### config.mk
export PLATFORM = sky130hd
export DESIGN_NAME = stop_wake_ctrl
export DESIGN_NICKNAME = d
export VERILOG_FILES = /design/src/rtl/swr_pkg.sv /design/src/rtl/swr_sync.sv /design/src/rtl/swr_cfg_reg.sv /design/src/rtl/swr_seq.sv /design/src/rtl/swr_prescale.sv /design/src/rtl/stop_wake_ctrl.sv
export SDC_FILE = /design/constraint.sdc
export NUM_CORES = 1
export LEC_CHECK = 0
export ABC_AREA = 1
export BUFFER_PORTS_ARGS = -buffer_cell sky130_fd_sc_hd__buf_4
export CAP_MARGIN = 5
export CORE_MARGIN = 2
export CORE_UTILIZATION = 52
export DETAILED_ROUTE_END_ITERATION = 8
export HOLD_SLACK_MARGIN = 0.03
export PLACE_DENSITY = 0.89
export SYNTH_ARGS = -nofsm -noshare
export SYNTH_HDL_FRONTEND = slang
export SYNTH_SLANG_ARGS = --single-unit
export TNS_END_PERCENT = 30
### constraint.sdc
create_clock -name clk -period 1.99 [get_ports clk]
set_clock_uncertainty 0.2 [all_clocks]
set_input_delay 0.4975 -clock clk [delete_from_list [all_inputs] [get_ports clk]]
set_output_delay 0.4975 -clock clk [all_outputs]
set_load 0.01 [all_outputs]
### src/rtl/swr_pkg.sv
package swr_pkg;

    typedef enum logic [1:0] {
        ST_RUN  = 2'd0,
        ST_STOP = 2'd1,
        ST_HOLD = 2'd2
    } swr_state_e;

    typedef enum logic [2:0] {
        SRC_NONE    = 3'b000,
        SRC_RSVD    = 3'b001,
        SRC_AUX0    = 3'b010,
        SRC_AUX1    = 3'b011,
        SRC_AUX2    = 3'b100,
        SRC_P2_TOP  = 3'b101,
        SRC_NOR_LO  = 3'b110,
        SRC_NOR_ALL = 3'b111
    } swr_src_e;

    typedef struct packed {
        logic     flag;
        logic     dly_en;
        swr_src_e src;
        logic     div_on;
    } swr_cfg_t;

    localparam int AUX_W    = 3;
    localparam int P2_W     = 8;
    localparam int BIT_DIV  = 0;
    localparam int BIT_SRC  = 2;
    localparam int BIT_DLY  = 5;
    localparam int BIT_FLAG = 7;

    function automatic logic src_can_wake(swr_src_e s);
        return !(s == SRC_NONE || s == SRC_RSVD);
    endfunction

    function automatic logic src_level(swr_src_e s, logic [AUX_W-1:0] aux,
                                       logic [P2_W-1:0] p2);
        logic lvl;
        case (s)
            SRC_AUX0:    lvl = aux[0];
            SRC_AUX1:    lvl = aux[1];
            SRC_AUX2:    lvl = aux[2];
            SRC_P2_TOP:  lvl = p2[P2_W-1];
            SRC_NOR_LO:  lvl = ~|p2[3:0];
            SRC_NOR_ALL: lvl = ~|p2;
            default:     lvl = 1'b1;
        endcase
        return lvl;
    endfunction

endpackage

### src/rtl/swr_sync.sv
module swr_sync #(
    parameter int           WIDTH  = 1,
    parameter int           STAGES = 2,
    parameter logic [WIDTH-1:0] RST_VAL = '0
) (
    input  logic             clk,
    input  logic             por,
    input  logic [WIDTH-1:0] d,
    output logic [WIDTH-1:0] q
);
    for (genvar b = 0; b < WIDTH; b++) begin : g_bit
        logic [STAGES-1:0] chain;
        always_ff @(posedge clk) begin
            if (por) chain <= {STAGES{RST_VAL[b]}};
            else     chain <= {chain[STAGES-2:0], d[b]};
        end
        assign q[b] = chain[STAGES-1];
    end
endmodule

### src/rtl/swr_cfg_reg.sv
module swr_cfg_reg
    import swr_pkg::*;
(
    input  logic     clk,
    input  logic     por,
    input  logic     wr_en,
    input  logic [7:0] wdata,
    input  logic     wake_evt,
    output swr_cfg_t cfg,
    output logic [7:0] rdata
);
    logic unused_rsvd;
    assign unused_rsvd = ^{wdata[BIT_FLAG], wdata[6], wdata[1]};

    always_ff @(posedge clk) begin
        if (por) begin
            cfg.flag   <= 1'b0;
            cfg.dly_en <= 1'b1;
            cfg.src    <= SRC_NONE;
            cfg.div_on <= 1'b0;
        end else begin
            if (wr_en) begin
                cfg.dly_en <= wdata[BIT_DLY];
                cfg.src    <= swr_src_e'(wdata[BIT_SRC+2:BIT_SRC]);
            end
            if (wake_evt)   cfg.div_on <= 1'b0;
            else if (wr_en) cfg.div_on <= wdata[BIT_DIV];
            if (wake_evt)   cfg.flag <= 1'b1;
        end
    end

    always_comb begin
        rdata           = '0;
        rdata[BIT_FLAG] = cfg.flag;
    end
endmodule

### src/rtl/swr_seq.sv
module swr_seq
    import swr_pkg::*;
#(
    parameter int DELAY_CYCLES = 16,
    localparam int CW = (DELAY_CYCLES > 1) ? $clog2(DELAY_CYCLES) : 1
) (
    input  logic          clk,
    input  logic          por,
    input  logic          stop_req,
    input  logic          wake_req,
    input  logic          dly_en,
    output swr_state_e    state,
    output logic          wake_evt,
    output logic [CW-1:0] dly_cnt
);
    localparam logic [CW-1:0] LAST = CW'(DELAY_CYCLES - 1);

    assign wake_evt = (state == ST_STOP) && wake_req;

    always_ff @(posedge clk) begin
        if (por) begin
            state   <= ST_RUN;
            dly_cnt <= '0;
        end else begin
            case (state)
                ST_RUN: if (stop_req) state <= ST_STOP;
                ST_STOP: if (wake_req) begin
                    dly_cnt <= '0;
                    state   <= dly_en ? ST_HOLD : ST_RUN;
                end
                ST_HOLD: begin
                    if (dly_cnt == LAST) state <= ST_RUN;
                    else                 dly_cnt <= dly_cnt + 1'b1;
                end
                default: state <= ST_RUN;
            endcase
        end
    end
endmodule

### src/rtl/swr_prescale.sv
module swr_prescale #(
    parameter int RATIO = 16,
    localparam int PW = (RATIO > 1) ? $clog2(RATIO) : 1
) (
    input  logic clk,
    input  logic por,
    input  logic div_on,
    output logic tick_en
);
    localparam logic [PW-1:0] LAST = PW'(RATIO - 1);
    logic [PW-1:0] cnt;

    always_ff @(posedge clk) begin
        if (por)              cnt <= '0;
        else if (cnt == LAST) cnt <= '0;
        else                  cnt <= cnt + 1'b1;
    end

    assign tick_en = div_on ? (cnt == LAST) : 1'b1;
endmodule

### src/rtl/stop_wake_ctrl.sv
module stop_wake_ctrl
    import swr_pkg::*;
#(
    parameter int SYNC_STAGES  = 2,
    parameter int DELAY_CYCLES = 16,
    parameter int DIV_RATIO    = 16
) (
    input  logic             clk,
    input  logic             por,
    input  logic             stop_req,
    input  logic [AUX_W-1:0] aux_pin,
    input  logic [P2_W-1:0]  port2_pin,
    input  logic             cfg_we,
    input  logic             cfg_sel,
    input  logic [7:0]       cfg_wdata,
    output logic [7:0]       cfg_rdata,
    output logic             core_clk_en,
    output logic             clk_div_en
);
    localparam int CW = (DELAY_CYCLES > 1) ? $clog2(DELAY_CYCLES) : 1;

    logic [AUX_W-1:0] aux_s;
    logic [P2_W-1:0]  p2_s;
    swr_cfg_t         cfg;
    swr_state_e       state;
    logic             wake_evt, wake_req;
    logic [CW-1:0]    dly_cnt;

    swr_sync #(.WIDTH(AUX_W), .STAGES(SYNC_STAGES), .RST_VAL({AUX_W{1'b1}})) u_sync_aux (
        .clk(clk), .por(por), .d(aux_pin), .q(aux_s));

    swr_sync #(.WIDTH(P2_W), .STAGES(SYNC_STAGES), .RST_VAL({P2_W{1'b0}})) u_sync_p2 (
        .clk(clk), .por(por), .d(port2_pin), .q(p2_s));

    assign wake_req = src_can_wake(cfg.src) && !src_level(cfg.src, aux_s, p2_s);

    swr_cfg_reg u_cfg (
        .clk(clk), .por(por), .wr_en(cfg_we && cfg_sel), .wdata(cfg_wdata),
        .wake_evt(wake_evt), .cfg(cfg), .rdata(cfg_rdata));

    swr_seq #(.DELAY_CYCLES(DELAY_CYCLES)) u_seq (
        .clk(clk), .por(por), .stop_req(stop_req), .wake_req(wake_req),
        .dly_en(cfg.dly_en), .state(state), .wake_evt(wake_evt), .dly_cnt(dly_cnt));

    swr_prescale #(.RATIO(DIV_RATIO)) u_pre (
        .clk(clk), .por(por), .div_on(cfg.div_on), .tick_en(clk_div_en));

    assign core_clk_en = (state == ST_RUN);
endmodule

**Word level (Yosys, flattened, before mapping)**

Index checks and enable logic that the tools add are counted.

- Register bits after elaboration: 38
- Input bits: 24
- Output and inout bits: 10
- Word-level logic and storage cells: 62

- $add $sub $neg: 2
- Equal/unequal tests: 15
- Multiplexer cells: 10
- Reductions and logical operators: 17

Operators with widths:

| cell | number |
|---|---|
| $eq A3 B3 Y1 const B | 4 |
| $add A4 B1 Y4 const B | 2 |
| $eq A4 B4 Y1 const B | 2 |
| $mux W2 | 4 |
| $mux W4 | 2 |
| $pmux W4 S2 | 1 |
| $reduce_or A8 Y1 | 1 |
| $eq A3 B2 Y1 const B | 2 |
| $pmux W1 S6 | 1 |
| $pmux W2 S3 | 1 |
| $reduce_and A3 Y1 | 2 |
| $logic_not A1 Y1 | 4 |
| $ne A2 B1 Y1 const B | 2 |
| $ne A2 B2 Y1 const B | 2 |
| $reduce_or A2 Y1 | 2 |
| $reduce_or A4 Y1 | 1 |
| $eq A3 B1 Y1 const B | 1 |
| $logic_and A1 B1 Y1 | 3 |
| $logic_not A3 Y1 | 1 |
| $eq A2 B1 Y1 const B | 1 |
| $eq A2 B2 Y1 const B | 1 |
| $logic_not A2 Y1 | 1 |
| $reduce_bool A2 Y1 | 1 |
| $logic_or A1 B1 Y1 | 1 |
| $mux W1 | 1 |

**Logic depth before layout (Yosys ltp)**

- Depth after elaboration: 7
- Depth in mapped cells: 11
- Mapped depth without buffers: 11

**Cells and area by module**

A second synthesis with hierarchy kept.

- Cell total of the unflattened synthesis: 213
- Area, all modules: 1634.1 sq um

Modules (own cells, without submodules):

| module | times used | cells an instance | area an instance (sq um) | seq. area each (sq um) |
|---|---|---|---|---|
| swr_sync at u_sync_p2 | 1 | 58 | 534.3 | 320.3 |
| swr_seq | 1 | 47 | 334.1 | 120.1 |
| swr_cfg_reg | 1 | 44 | 311.5 | 120.1 |
| swr_sync at u_sync_aux | 1 | 22 | 191.4 | 120.1 |
| swr_prescale | 1 | 19 | 156.4 | 80.1 |
| stop_wake_ctrl | 1 | 23 | 106.4 | 0.0 |

**Least setup slack after synthesis**

No wires, ideal clock.

- Path kind: register to register
- Start: register u_seq.dly_cnt[0]
- End: register u_seq.state[0]
- Library setup time: 128 ps
- Arrival: 1143 ps
- Path slack: 519 ps
- Cell stages (with the launch flop): 11
- Path buffers: 0
- Clock period less this slack: 1471 ps
- Cells stage by stage: dfxtp_1 -> ha_1 -> nand2_1 -> inv_2 -> nand2_1 -> nand2_1 -> inv_2 -> a21oi_1 -> nand2_2 -> nand2_1 -> a21oi_2

- Cells in the longest elaborated chain, start to end: 3

Ends and longest elaborated chain:

| element | RTL line | text |
|---|---|---|
| start, declared | swr_seq.sv:14 | `output logic [CW-1:0] dly_cnt` |
| start signal, assigned | swr_seq.sv:33 | `else dly_cnt <= dly_cnt + 1'b1;` |
| $eq A4 B4 Y1 | swr_seq.sv:32 | `if (dly_cnt == LAST) state <= ST_RUN;` |
| $ne A2 B1 Y1 (no line) | n/a |  |
| $reduce_and A3 Y1 (no line) | n/a |  |
| end signal, assigned | swr_seq.sv:29 | `state <= dly_en ? ST_HOLD : ST_RUN;` |
| end, declared | swr_seq.sv:12 | `output swr_state_e state,` |

Every way passes these cells.
A chain may end at the register's enable or synchronous reset.

**Worst setup path in the final report**

- Start: register u_pre.cnt[0]
- End: output port clk_div_en

- Cells in the longest elaborated chain, start to end: 2

Ends and longest elaborated chain:

| element | RTL line | text |
|---|---|---|
| start, declared | swr_prescale.sv:11 | `logic [PW-1:0] cnt;` |
| start signal, assigned | swr_prescale.sv:16 | `else cnt <= cnt + 1'b1;` |
| $eq A4 B4 Y1 | swr_prescale.sv:19 | `assign tick_en = div_on ? (cnt == LAST) : 1'b1;` |
| $mux W1 | swr_prescale.sv:19 |  |
| end, declared | stop_wake_ctrl.sv:18 | `output logic clk_div_en` |

Every way passes these cells.

==> results.md <==
- The biggest area consumer among synthesized cells is sky130_fd_sc_hd__dfxtp_1.
- The post-layout total power is 0.001671 W.
- For this block, the routed nets add up to 2312 um of wire.
- The number of pins exceeding their max-slew limit in the final report is 0.
- The CTS tree is built.
- Of the cells placed in the final design, the portion with a size suffix greater than 1 is 0.2156.
- In this run, CTS created clock tree buffers numbering 5.
- The detailed placer's ending HPWL is 1689 um.
- The die is 58.49 um tall.
- For this run, the slowest stage of the critical path takes 340 ps.
- The highest fanout seen on the critical path is 3.
- After the last flow step, the layout net total stands at 246.
- The global placer's final weighted congestion is 0.7257.
- The synthesized design contains 38 register bits.
- After synthesis the cells add up to 1544 um^2.
- The share of the synthesized area in the top cell type is 0.4927.
- In this run the power density over the cells is 919.8 nW/um^2.
- The overall routing resource usage is 0.1616.
- The count of yosys warnings during synthesis is 0.
- The floorplan die area is 3421 um^2.
- The area growth from synthesis to layout is 17.67%.
- In this run the count of I/O pins placed on the die edge is 34.
- The total count of hold-check failures in the final report is 0.
- IR analysis of the VDD net gives a maximum drop of 0.0009821 V.
- Counting flops with an async set or reset pin after synthesis yields a share of 0.
- The routed layout has 1148 vias.
- The number of gates resized after CTS was 0.
- For the final routed database, the setup TNS stands at 0 ps.
- The cell type of the slowest stage on the worst timing path is sky130_fd_sc_hd__dfxtp_1.
- After global routing the overflow that remains totals 0.
- During placement, the flow inserted port buffers numbering 23.
- The maximum number of pins on one net before global-route repair is 30.
- For this design, the sink count on the clock tree is 38.
- In this run the standard cell core region covers 2781 um^2.
- The critical path goes through ha_1, nand3_1, nand2_1, buf_4.
- The worst setup slack after layout is 89.38 ps.
- Among cell families on the critical path, the largest total delay comes from flip-flops.
- The first TritonRoute pass finished after 4 iterations.
- The number of standard-cell rows in the floorplan is 19.
- The initial antenna violation count is 0.
- For the worst-skew pair, the clock arrives at the later sink with an insertion delay of 340 ps.
- In this run the post-CTS setup repair buffer count came out at 0.
- The count of unresolved DRC violations after routing is 0.
- The final setup violation count is 0.
- The data required time of the critical path is 1290 ps.
- The leading register cell type out of synthesis is sky130_fd_sc_hd__dfxtp_1.
- The maximum frequency from static timing analysis is 0.5261 GHz.
- The cell count after synthesis came out at 192.
- A synthesized cell averages 8.042 um^2.
- After clock tree synthesis, the clock-pin slew on the worst setup and hold paths is 110 ps.
- For this design the static power due to leakage is 0.8768 nW.
- The count of nets left with antenna violations once routing finished came out at 0.
- The max-cap check violation count is 0.
- In this run, the number of DRC markers left after iteration 0 of detailed routing was 34.
- The clock passes through at most 2 buffers.
- The clock tree synthesis step divided the H-tree into 2 levels.
- The post-route fraction of the period consumed by the critical path is 0.9551.
- In the post-synthesis netlist, the biggest area contributors are sky130_fd_sc_hd__dfxtp_1 (49%), sky130_fd_sc_hd__inv_1 (7.3%), sky130_fd_sc_hd__nor2_1 (6.6%), sky130_fd_sc_hd__nand2_1 (6.1%), sky130_fd_sc_hd__nand3_1 (4.2%).
- The number of different library cells used by synthesis comes to 26.
- The worst setup timing slack at the placement stage is 380.7 ps.
- The worst setup path is captured at an output port.
- The worst setup path is launched from a register.
- The sum of buffers and inverters on the critical path is 1.
- The horizontal die dimension is 58.49 um.
- The cell chosen for the clock root is sky130_fd_sc_hd__clkbuf_4.
- At the worst endpoint, the arrival time is 1200 ps.
- The initial utilization of the core area, before any placement, comes to 0.5551.
- The kind of critical path is register to output port.
- The portion of the post-synthesis area used by sequential elements is 0.4927.
- Setup repair after global routing left no endpoint under its margin.
- The global-route wire length before repair is 4140 um.
- In this run the worst hold path is classified as input port to register.
- The quantity of hold-fixing buffers added after cts is 0.
- The routed length per placed instance is 9.285 um.
- The ratio of routed vias to standard cells is 4.610.
- In the post-synthesis netlist, the cell with the most instances is sky130_fd_sc_hd__dfxtp_1.
- Yosys mapped a number of flops with a built-in enable equal to 0.
- The antenna diode count is 0.
- The flow ran to the end, and the final reports show no timing, DRC or antenna violations.
- The number of global-route vias before repair was 1024.
- The clock period minus worst slack is 1901 ps.
- By count the netlist is led by sky130_fd_sc_hd__dfxtp_1 (38), sky130_fd_sc_hd__inv_1 (30), sky130_fd_sc_hd__nor2_1 (27).
[cell usage in the layout (no fill, tap or decap), types with 2 or more instances in the layout]
master	instances
sky130_fd_sc_hd__bufinv_16	2
sky130_fd_sc_hd__or2_1	6
sky130_fd_sc_hd__dfxtp_1	38
sky130_fd_sc_hd__clkbuf_4	5
sky130_fd_sc_hd__buf_4	23
sky130_fd_sc_hd__inv_2	6
sky130_fd_sc_hd__nand4_1	3
sky130_fd_sc_hd__ha_1	5
sky130_fd_sc_hd__nand3_1	13
sky130_fd_sc_hd__nor2_1	27
sky130_fd_sc_hd__or2_0	3
sky130_fd_sc_hd__a21oi_2	5
sky130_fd_sc_hd__nand2_1	25
sky130_fd_sc_hd__nand2_2	3
sky130_fd_sc_hd__a21oi_1	5
sky130_fd_sc_hd__conb_1	7
sky130_fd_sc_hd__inv_1	30
sky130_fd_sc_hd__o21ai_0	3
[final cells by class]
cell class | instances | area [um^2]
Fill cell | 238 | 964.7
Clock buffer | 6 | 51.30
Inverter | 37 | 138.9
Timing Repair Buffer | 23 | 172.7
Tap cell | 31 | 38.79
Sequential cell | 38 | 760.7
Clock inverter | 2 | 60.06
Multi-Input combinational cell | 112 | 594.3
[power by group]
group          switching, W  internal, W  leakage, nW
clock              0.000248     0.000425       0.0585
combinational      0.000101    0.0000812        0.505
sequential        0.0000169     0.000798        0.313
[final timing paths]
kind | startpoint | endpoint | slack (ps) | cells past startpoint
min reg2reg | u_sync_p2.g_bit[5].chain[0] | u_sync_p2.g_bit[5].chain[1] | 210 | 2
min | aux_pin[0] | u_sync_aux.g_bit[0].chain[0] | 130 | 2
max | u_pre.cnt[0] | clk_div_en | 90 | 4
max reg2reg | u_seq.dly_cnt[0] | u_seq.state[0] | 340 | 10
[stage by stage]
| step | hold slack [ps] | utilization | area (um^2) | instances |
|---|---|---|---|---|
| final | 125.7 | 0.6532 | 1817 | 249 |
| after global routing | 103.2 | 0.6532 | 1817 | 249 |
| after CTS | 105.0 | 0.6532 | 1817 | 249 |
| after detailed placement | 191.8 | 0.6131 | 1705 | 241 |
| after global placement | 184.4 | 0.6131 | 1705 | 241 |
| after floorplan | 183.2 | - | 1567 | 198 |
[state kept, by name, indices dropped and copies added, names as in the netlist]
signal and cells:
u_cfg.cfg 6, u_pre.cnt 4, u_seq.dly_cnt 4, u_seq.state 2, u_sync_aux.g_bit.chain 6, u_sync_p2.g_bit.chain 16
[cell families (layout without fill, tap and decap cells)]
family	Yosys count	in the layout	synth area share
buffers and inverters	48	68	0.1370
XOR/XNOR	2	2	0.01135
flip-flops	38	38	0.4927
AND/OR/NAND/NOR	83	83	0.2512
other	1	7	0.002429
adder cells (fa/ha/maj)	5	5	0.04052
AO/OA/AOI/OAI	15	15	0.06483
[per-layer routing]
layer | global-route usage | vias to the layer above | wire, um
li1 | - | 613 | -
met1 | 0.1925 | 491 | 1057
met2 | 0.2552 | 37 | 1038
met3 | 0.06154 | 7 | 164
met4 | 0.07973 | 0 | 52
met5 | 0 | - | 0
Note: power is estimated with default switching activity, not from simulation.
